**config.mk**
```make
export PLATFORM = sky130hd
export DESIGN_NAME = adc_serial_readout
export DESIGN_NICKNAME = d
export VERILOG_FILES = /design/src/rtl/adc_ro_pkg.sv /design/src/rtl/adc_ro_sync.sv /design/src/rtl/adc_ro_edge.sv /design/src/rtl/adc_ro_bitcnt.sv /design/src/rtl/adc_ro_frame.sv /design/src/rtl/adc_serial_readout.sv
export SDC_FILE = /design/constraint.sdc
export NUM_CORES = 1
export LEC_CHECK = 0
export ABC_AREA = 1
export BUFFER_PORTS_ARGS = -buffer_cell sky130_fd_sc_hd__buf_2
export CAP_MARGIN = 20
export CORE_MARGIN = 3
export CORE_UTILIZATION = 37
export DETAILED_ROUTE_END_ITERATION = 12
export SLEW_MARGIN = 20
export SYNTH_ARGS = -nofsm -noshare
export SYNTH_HDL_FRONTEND = slang
export SYNTH_SLANG_ARGS = --single-unit
```
**constraint.sdc**
```tcl
create_clock -name clk -period 4.85 [get_ports clk]
set_input_delay 0.97 -clock clk [delete_from_list [all_inputs] [get_ports clk]]
set_output_delay 0.97 -clock clk [all_outputs]
set_load 0.1 [all_outputs]
```
**src/rtl/adc_ro_pkg.sv**
```systemverilog
package adc_ro_pkg;

    localparam int RES_W   = 14;
    localparam int FRAME_W = 16;
    localparam int PAD_W   = FRAME_W - RES_W;
    localparam int LAST_POS = FRAME_W + 1;
    localparam int CNT_W   = $clog2(LAST_POS + 1);
    localparam int IDX_W   = $clog2(FRAME_W);

    typedef logic [RES_W-1:0]   result_t;
    typedef logic [FRAME_W-1:0] frame_t;
    typedef logic [CNT_W-1:0]   pos_t;

    // per-cycle control decisions made at the top
    typedef struct packed {
        logic start_fall;
        logic reseed;
        logic shift_rise;
        logic load;
    } ctl_t;

    function automatic frame_t make_frame(input result_t r);
        return {{PAD_W{1'b0}}, r};
    endfunction

    // position 1..FRAME_W selects frame bit FRAME_W-pos, else quiet
    function automatic logic pick_bit(input frame_t f, input pos_t p);
        logic [IDX_W-1:0] idx;
        idx = IDX_W'(FRAME_W - int'(p));
        if (p >= pos_t'(1) && p <= pos_t'(FRAME_W))
            return f[idx];
        return 1'b0;
    endfunction

endpackage

```
**src/rtl/adc_ro_sync.sv**
```systemverilog
module adc_ro_sync #(
    parameter int           W       = 2,
    parameter int           STAGES  = 2,
    parameter logic [W-1:0] RST_VAL = '0
) (
    input  logic         clk,
    input  logic         rst,
    input  logic [W-1:0] d,
    output logic [W-1:0] q
);
    logic [W-1:0] chain [STAGES];

    for (genvar i = 0; i < STAGES; i++) begin : g_stage
        if (i == 0) begin : g_first
            always_ff @(posedge clk) begin
                if (rst) chain[0] <= RST_VAL;
                else     chain[0] <= d;
            end
        end else begin : g_next
            always_ff @(posedge clk) begin
                if (rst) chain[i] <= RST_VAL;
                else     chain[i] <= chain[i-1];
            end
        end
    end

    assign q = chain[STAGES-1];
endmodule

```
**src/rtl/adc_ro_edge.sv**
```systemverilog
module adc_ro_edge #(
    parameter int           W       = 2,
    parameter logic [W-1:0] RST_VAL = '0
) (
    input  logic         clk,
    input  logic         rst,
    input  logic [W-1:0] lvl,
    output logic [W-1:0] rise,
    output logic [W-1:0] fall
);
    logic [W-1:0] prev_q;

    always_ff @(posedge clk) begin
        if (rst) prev_q <= RST_VAL;
        else     prev_q <= lvl;
    end

    assign rise = lvl & ~prev_q;
    assign fall = ~lvl & prev_q;
endmodule

```
**src/rtl/adc_ro_bitcnt.sv**
```systemverilog
module adc_ro_bitcnt
    import adc_ro_pkg::*;
(
    input  logic clk,
    input  logic rst,
    input  logic clear,
    input  logic step,
    output pos_t pos
);
    localparam pos_t LAST = pos_t'(LAST_POS);

    pos_t pos_q;

    always_ff @(posedge clk) begin
        if (rst)                         pos_q <= '0;
        else if (clear)                  pos_q <= '0;
        else if (step && pos_q != LAST)  pos_q <= pos_q + 1'b1;
    end

    assign pos = pos_q;


    reseed_zero_chk: assert property (@(posedge clk) disable iff (rst)
        clear |=> pos_q == '0);


    no_wrap_chk: assert property (@(posedge clk) disable iff (rst)
        (step && !clear && pos_q == LAST) |=> pos_q == LAST);


    advance_chk: assert property (@(posedge clk) disable iff (rst)
        (step && !clear && pos_q != LAST) |=> pos_q == $past(pos_q) + 1'b1);


    hold_pos_chk: assert property (@(posedge clk) disable iff (rst)
        (!step && !clear) |=> $stable(pos_q));
endmodule

```
**src/rtl/adc_ro_frame.sv**
```systemverilog
module adc_ro_frame
    import adc_ro_pkg::*;
(
    input  logic    clk,
    input  logic    rst,
    input  logic    clear,
    input  logic    load,
    input  result_t result,
    output frame_t  frame
);
    frame_t frame_q;

    always_ff @(posedge clk) begin
        if (rst)        frame_q <= '0;
        else if (clear) frame_q <= '0;
        else if (load)  frame_q <= make_frame(result);
    end

    assign frame = frame_q;


    load_frame_chk: assert property (@(posedge clk) disable iff (rst)
        (load && !clear) |=> frame_q[FRAME_W-1 -: PAD_W] == '0 &&
                             frame_q[RES_W-1:0] == $past(result));


    hold_frame_chk: assert property (@(posedge clk) disable iff (rst)
        (!clear && !load) |=> $stable(frame_q));
endmodule

```
**src/rtl/adc_serial_readout.sv**
```systemverilog
module adc_serial_readout
    import adc_ro_pkg::*;
#(
    parameter int SYNC_STAGES = 2
) (
    input  logic             clk,
    input  logic             rst,
    input  logic             conv_start_n,
    input  logic             sclk,
    input  logic             conv_done,
    input  logic [RES_W-1:0] result,
    output logic             busy,
    output logic             sdata
);
    // bit 1: strobe (idles high), bit 0: serial clock (idles low)
    localparam logic [1:0] IN_IDLE = 2'b10;

    logic [1:0] in_sync;
    logic [1:0] in_rise;
    logic [1:0] in_fall;
    ctl_t       ctl;
    logic       busy_q;
    pos_t       pos;
    frame_t     frame;

    adc_ro_sync #(.W(2), .STAGES(SYNC_STAGES), .RST_VAL(IN_IDLE)) u_sync (
        .clk (clk),
        .rst (rst),
        .d   ({conv_start_n, sclk}),
        .q   (in_sync)
    );

    adc_ro_edge #(.W(2), .RST_VAL(IN_IDLE)) u_edge (
        .clk  (clk),
        .rst  (rst),
        .lvl  (in_sync),
        .rise (in_rise),
        .fall (in_fall)
    );

    always_comb begin
        ctl.start_fall = in_fall[1];
        ctl.reseed     = in_fall[1] & ~in_sync[0];
        ctl.shift_rise = in_rise[0];
        ctl.load       = conv_done & busy_q & ~in_fall[1];
    end

    always_ff @(posedge clk) begin
        if (rst)                 busy_q <= 1'b0;
        else if (ctl.start_fall) busy_q <= 1'b1;
        else if (ctl.load)       busy_q <= 1'b0;
    end

    adc_ro_bitcnt u_cnt (
        .clk   (clk),
        .rst   (rst),
        .clear (ctl.reseed),
        .step  (ctl.shift_rise),
        .pos   (pos)
    );

    adc_ro_frame u_frame (
        .clk    (clk),
        .rst    (rst),
        .clear  (ctl.reseed),
        .load   (ctl.load),
        .result (result),
        .frame  (frame)
    );

    assign busy  = busy_q;
    assign sdata = pick_bit(frame, pos);


    start_sets_busy_chk: assert property (@(posedge clk) disable iff (rst)
        ctl.start_fall |=> busy);


    done_clears_busy_chk: assert property (@(posedge clk) disable iff (rst)
        (conv_done && busy && !ctl.start_fall) |=> !busy);


    idle_done_ignored_chk: assert property (@(posedge clk) disable iff (rst)
        (conv_done && !busy && !ctl.start_fall) |=> !busy && $stable(frame));


    quiet_outside_frame_chk: assert property (@(posedge clk) disable iff (rst)
        (pos == '0 || pos > pos_t'(FRAME_W)) |-> !sdata);


    start_beats_done_chk: assert property (@(posedge clk) disable iff (rst)
        (ctl.start_fall && conv_done) |=> busy);


    unqualified_start_chk: assert property (@(posedge clk) disable iff (rst)
        (ctl.start_fall && in_sync[0]) |=> $stable(pos));
endmodule

```
# Word-level counts from Yosys, hierarchy flattened

Memories as Yosys holds them, arrays and structs flattened.
Cells that the tools add are included.

Bits in registers: 22
RAM bits: 4
Output and inout bits: 2
Memories: 1

Add/sub/neg operators: 2
Order comparisons: 3
Eq/ne operators: 1
Mux-type cells: 12
Bitwise gates (word level): 11
Reduce and logical (&&, ||, !) cells: 4

Memories:

| name         | depth | bits a word | rd ports | clocked after Yosys merged registers in | write ports | RTL line          | text |
|---|---|---|---|---|---|---|---|
| u_sync.chain | 2     | 2           | 2        | 0                                       | 2           | adc_ro_sync.sv:11 | `logic [W-1:0] chain [STAGES];` |

Operators with widths:

| cell                                                        | count |
|---|---|
| two-way mux 1 bit                                           | 9 |
| adder 5 x 1 -> 5 bit (second input constant)                | 1 |
| >= comparator 5 x 1 -> 1 bit (second input constant)        | 1 |
| less-or-equal comparator 5 bit (second input constant)      | 1 |
| less-than comparator 4 x 5 -> 1 bit (second input constant) | 1 |
| != test 5 bit (second input constant)                       | 1 |
| AND 1 bit                                                   | 4 |
| binary-select mux 1 bit (select 4 bit)                      | 1 |
| two-way mux 2 bit                                           | 2 |
| subtractor 1 x 4 -> 4 bit (first input constant)            | 1 |
| inverter 1 bit                                              | 3 |
| AND 2 bit                                                   | 1 |
| logical AND 1 bit                                           | 2 |
| inverter 2 bit                                              | 1 |
| OR 1 bit                                                    | 2 |
| nonzero test 2 bit                                          | 1 |
| OR reduction 2 bit                                          | 1 |

# Depth between registers and ports, before layout

An unclocked memory read counts as a cell.

Word-level depth: 7
Depth in mapped cells: 10
Depth with buffers taken out: 9

# Hierarchy

A second synthesis with hierarchy kept.

Cell total of the unflattened synthesis: 225
Area, all modules: 1441.4 um^2

Modules (own cells, without submodules):

| module             | instances | cells each | area each (um^2) | sequential area each (um^2) |
|---|---|---|---|---|
| adc_ro_frame       | 1         | 92         | 618.1            | 280.3 |
| adc_serial_readout | 1         | 64         | 345.3            | 20.0 |
| adc_ro_bitcnt      | 1         | 43         | 282.8            | 100.1 |
| adc_ro_sync        | 1         | 13         | 113.9            | 80.1 |
| adc_ro_edge        | 1         | 13         | 81.3             | 40.0 |

# Least setup slack after synthesis

No wires, ideal clock.

Path kind: reg-to-output
From: register u_cnt.pos_q[0], in the netlist u_cnt.pos[0]
To: output sdata
Data arrival time: 2452 ps
Path slack: 1428 ps
Cell stages (with the launch flop): 10
Buffers on the path: 1
Cells stage by stage: dfxtp_1 -> buf_6 -> inv_6 -> ha_1 -> inv_1 -> nand3_1 -> nand2_1 -> nor2_1 -> nor2_1 -> nor2_1

Cells in the longest elaborated chain, start to end: 5
Elaborated cells between the ends (all ways): 9

RTL lines:

| item                                    | RTL line                 | text |
|---|---|---|
| from (decl)                             | adc_ro_bitcnt.sv:12      | `pos_t pos_q;` |
| from (signal assigned)                  | adc_ro_bitcnt.sv:17      | `else if (step && pos_q != LAST) pos_q <= pos_q + 1'b1;` |
| subtractor 1 x 4 -> 4 bit               | adc_ro_pkg.sv:29         | `idx = IDX_W'(FRAME_W - int'(p));` |
| binary-select mux 1 bit (select 4 bit)  | adc_ro_pkg.sv:31         | `return f[idx];` |
| two-way mux 1 bit (not written as such) | adc_ro_pkg.sv:31         |  |
| two-way mux 1 bit                       | adc_ro_pkg.sv:30         | `if (p >= pos_t'(1) && p <= pos_t'(FRAME_W))` |
| two-way mux 1 bit (*)                   | adc_ro_pkg.sv:32         | `return 1'b0;` |
| to (decl)                               | adc_serial_readout.sv:13 | `output logic sdata` |

Mark *: on every way between the ends. The rest lies on a longest branch, timed or not. The select of a mux whose other input is x is not followed.

# Final worst setup path

Ends and elaborated chain as after synthesis.

==> flow_metrics.env <==
export IMPL_syn_nets=202
export IMPL_synth_top_family_by_area="simple AND/OR/NAND/NOR gates"
export IMPL_synth_area_mux_share=0
export IMPL_io_pins=21
export IMPL_vias=1092
export IMPL_hold_path_depth=2
export IMPL_synthSimpleGateAreaFrac=0.3574
export IMPL_status="finished clean"
export IMPL_cp_start_kind="flop"
export IMPL_htree_levels=1
export IMPL_initial_core_util=0.4055
export IMPL_report_final_slew_viol_count=0
export IMPL_clk_latency_ns=0.32
export IMPL_worstSetupStartpoint="u_cnt.pos[0]$_SDFFE_PP0P_"
export IMPL_fin_ws_ns=1.536
export IMPL_critPathArrivalTime_ns=2.34
export IMPL_cts_sinks=26
export IMPL_rr_startpoint="u_cnt.pos[0]$_SDFFE_PP0P_"
export IMPL_hpwl_um=1969
export IMPL_rows=20
export IMPL_io_buffers=20
export IMPL_drc_errors=0
export IMPL_crit_type="flop to primary output"
export IMPL_antenna_cells=0
export IMPL_ys_seq_elements=26
export IMPL_hold_buffers=0
export IMPL_multi_input_area_um2=648.1
export IMPL_routed_wirelength_um=2456
export IMPL_grt_pass1_vias=1064
export IMPL_synth_compound_area_frac=0.09923
export IMPL_die_y_um=65.25
export IMPL_yosysSeqAreaShare=0.4008
export IMPL_overflow=0
export IMPL_crit_path_end_kind="primary output"
export IMPL_antenna_found_initial=0
export IMPL_worstPathRequired_ns=3.88
export IMPL_cts_buffers=3
export IMPL_synth_cells=180
export IMPL_grt_pass1_wl_um=4360
export IMPL_cts_path_max_buffers=2
export IMPL_worst_slew_pin_slew_ns=0.4728
export IMPL_tns_ns=0
export IMPL_cts_reportedPaths_clkPinSlew_ns=0.14
export IMPL_synthAdderAreaFrac=0.02890
export IMPL_setup_worst_path_end="sdata"
export IMPL_fill_cells=359
export IMPL_synth_xor_area_share=0.01349
export IMPL_synth_area_per_cell_um2=7.215
export IMPL_wl_met3_um=76
export IMPL_max_cap_viol_count=0
export IMPL_die_w_um=65.25
export IMPL_fmax_mhz=301.8
export IMPL_syn_area_um2=1299
export IMPL_path_max_fanout=12
export IMPL_top_layer="met4"
export IMPL_dr_pass1_iters=4
export IMPL_wl_met2_um=1018
export IMPL_avgViaCountPerCell=4.494
export IMPL_place_ws_ns=1.912
export IMPL_gp_congestion=0.8050
export IMPL_slew_headroom=0.6836
export IMPL_drt_iter0_drc=53
export IMPL_min_period_ns=3.314
export IMPL_core_area_um2=3203
export IMPL_timing_rr_end="u_cnt.pos[4]$_SDFFE_PP0P_"
export IMPL_ant_nets=0
export IMPL_grt_usage=0.1273
export IMPL_hold_viol=0
export IMPL_p_per_area_nw_per_um2=286.9
export IMPL_yosysUniqueCellTypes=24
export IMPL_post_drt_wl_per_cell_um=10.11
export IMPL_m1WireLength_um=1345
export IMPL_seqCellArea_um2=520.5
export IMPL_rsz0062_at_grt="false"
export IMPL_final_period_utilization=0.6832
export IMPL_drive_above_1_share=0.2261
export IMPL_finish_net_count=222
export IMPL_cts_root_buf="clkbuf_4"
export IMPL_syn_to_final_growth_pct=12.43
export IMPL_worstRegToRegCells=8
export IMPL_die_area_um2=4257
export IMPL_p_leak_uw=0.0006127
export IMPL_cts_repair_resized=0
export IMPL_ir_worst_vdd_uv=139.8
export IMPL_post_cts_buffers=0
export IMPL_setup_viol=0
export IMPL_yosys_warnings=0
export IMPL_hold_class="flop to flop"
export IMPL_tritoncts="built"
export IMPL_r2r_slack_ns=3.36
export IMPL_grt_start_max_net_pins=18
export IMPL_fin_skew_ns=0.008482
==> synth_stat cells <==
library cell	instances	area, um^2
a21oi_1	15	75.07
a21oi_2	2	17.52
buf_2	1	5.000
buf_4	1	7.510
buf_6	3	33.78
dfxtp_1	26	520.5
ha_1	3	37.54
inv_1	13	48.80
inv_2	4	15.01
inv_6	1	8.760
inv_8	1	11.26
nand2_1	63	236.5
nand2_2	2	12.51
nand2_4	2	22.52
nand3_1	14	70.07
nand3_4	1	17.52
nor2_1	14	52.55
nor2_2	3	18.77
nor2_4	1	11.26
nor3_2	1	10.01
o21ai_0	4	20.02
o21ai_4	1	16.27
or2_2	2	12.51
xor2_1	2	17.52
==> layer usage <==
layer	vias to the layer above	global-route usage
met3	2	0.02051
met1	475	0.1785
met5	-	0
li1	601	-
met4	0	0.04663
met2	14	0.1960
==> cell usage in the layout (no fill, tap or decap), types with 2 or more instances in the layout <==
cell and n:
a21oi_1 15, nand3_1 14, o21ai_0 4, inv_1 13, buf_2 20, nor2_1 14, inv_2 4, dfxtp_1 26
xor2_1 2, nor2_2 3, or2_2 2, nand2_1 63, nand2_2 2, clkbuf_4 3, ha_1 3, a21oi_2 2
nand2_4 2
==> cell families (layout without fill, tap and decap cells) <==
group / count (synthesis) / in the layout
compound gates: 22 / 22
xor+xnor: 2 / 2
fa+ha+maj: 3 / 3
buf+inv: 24 / 43
flops: 26 / 26
simple gates: 103 / 103
==> worst min path at each step <==
stage / startpoint / endpoint / slack, ns
after detailed placement: u_sync.chain[0][1]$_SDFF_PP1_ / u_sync.chain[1][1]$_SDFF_PP1_ / 0.40
after global placement: u_sync.chain[0][1]$_SDFF_PP1_ / u_sync.chain[1][1]$_SDFF_PP1_ / 0.39
after floorplan: u_sync.chain[0][0]$_SDFF_PP0_ / u_sync.chain[1][0]$_SDFF_PP0_ / 0.39
final: u_sync.chain[0][0]$_SDFF_PP0_ / u_sync.chain[1][0]$_SDFF_PP0_ / 0.41
after global routing: u_sync.chain[0][0]$_SDFF_PP0_ / u_sync.chain[1][0]$_SDFF_PP0_ / 0.43
after CTS: u_sync.chain[0][0]$_SDFF_PP0_ / u_sync.chain[1][0]$_SDFF_PP0_ / 0.42
==> critical path: stages, from the launching register on <==
cell,delay (ns)
dfxtp_1,0.64
inv_6,0.09
ha_1,0.37
inv_1,0.10
nand3_1,0.09
nand2_1,0.06
nor2_1,0.09
nor2_1,0.06
nor2_1,0.09
buf_2,0.42
==> per-stage QoR <==
stage / cell area (um^2) / total power [uW] / utilization / std cells / hold slack [ns]
after global placement: 1408 / 274.6 / 0.4395 / 239 / 0.3918
final: 1460 / 418.9 / 0.4559 / 243 / 0.4145
after floorplan: 1299 / 263.0 / - / 180 / 0.3883
after CTS: 1460 / 424.9 / 0.4559 / 243 / 0.4190
after detailed placement: 1408 / 276.1 / 0.4395 / 239 / 0.3987
after global routing: 1460 / 442.5 / 0.4559 / 243 / 0.4341
==> state kept, by name, summed over array words and instances, names as in the netlist <==
| register | cells |
|---|---|
| busy | 1 |
| u_cnt.pos | 5 |
| u_edge.prev_q | 2 |
| u_frame.frame | 14 |
| u_sync.chain | 4 |
==> final cells by class <==
class / count / area share
flip-flops and latches: 26 / 0.3565
inverters: 19 / 0.05741
repair buffers: 20 / 0.06855
multi-input cells: 130 / 0.4439
well taps: 44 / 0.03770
clock inverters: 1 / 0.02057
clock buffers: 3 / 0.01542
==> power by group <==
group / total, uW / leakage, uW / internal, uW / switching, uW
Combinational: 48.4 / 0.000374 / 17.4 / 31.0
Clock: 148 / 0.0000279 / 83.6 / 64.2
Sequential: 223 / 0.000211 / 218 / 4.33
Total: 419 / 0.000613 / 319 / 99.6
Note: power is estimated with default switching activity, not from simulation.
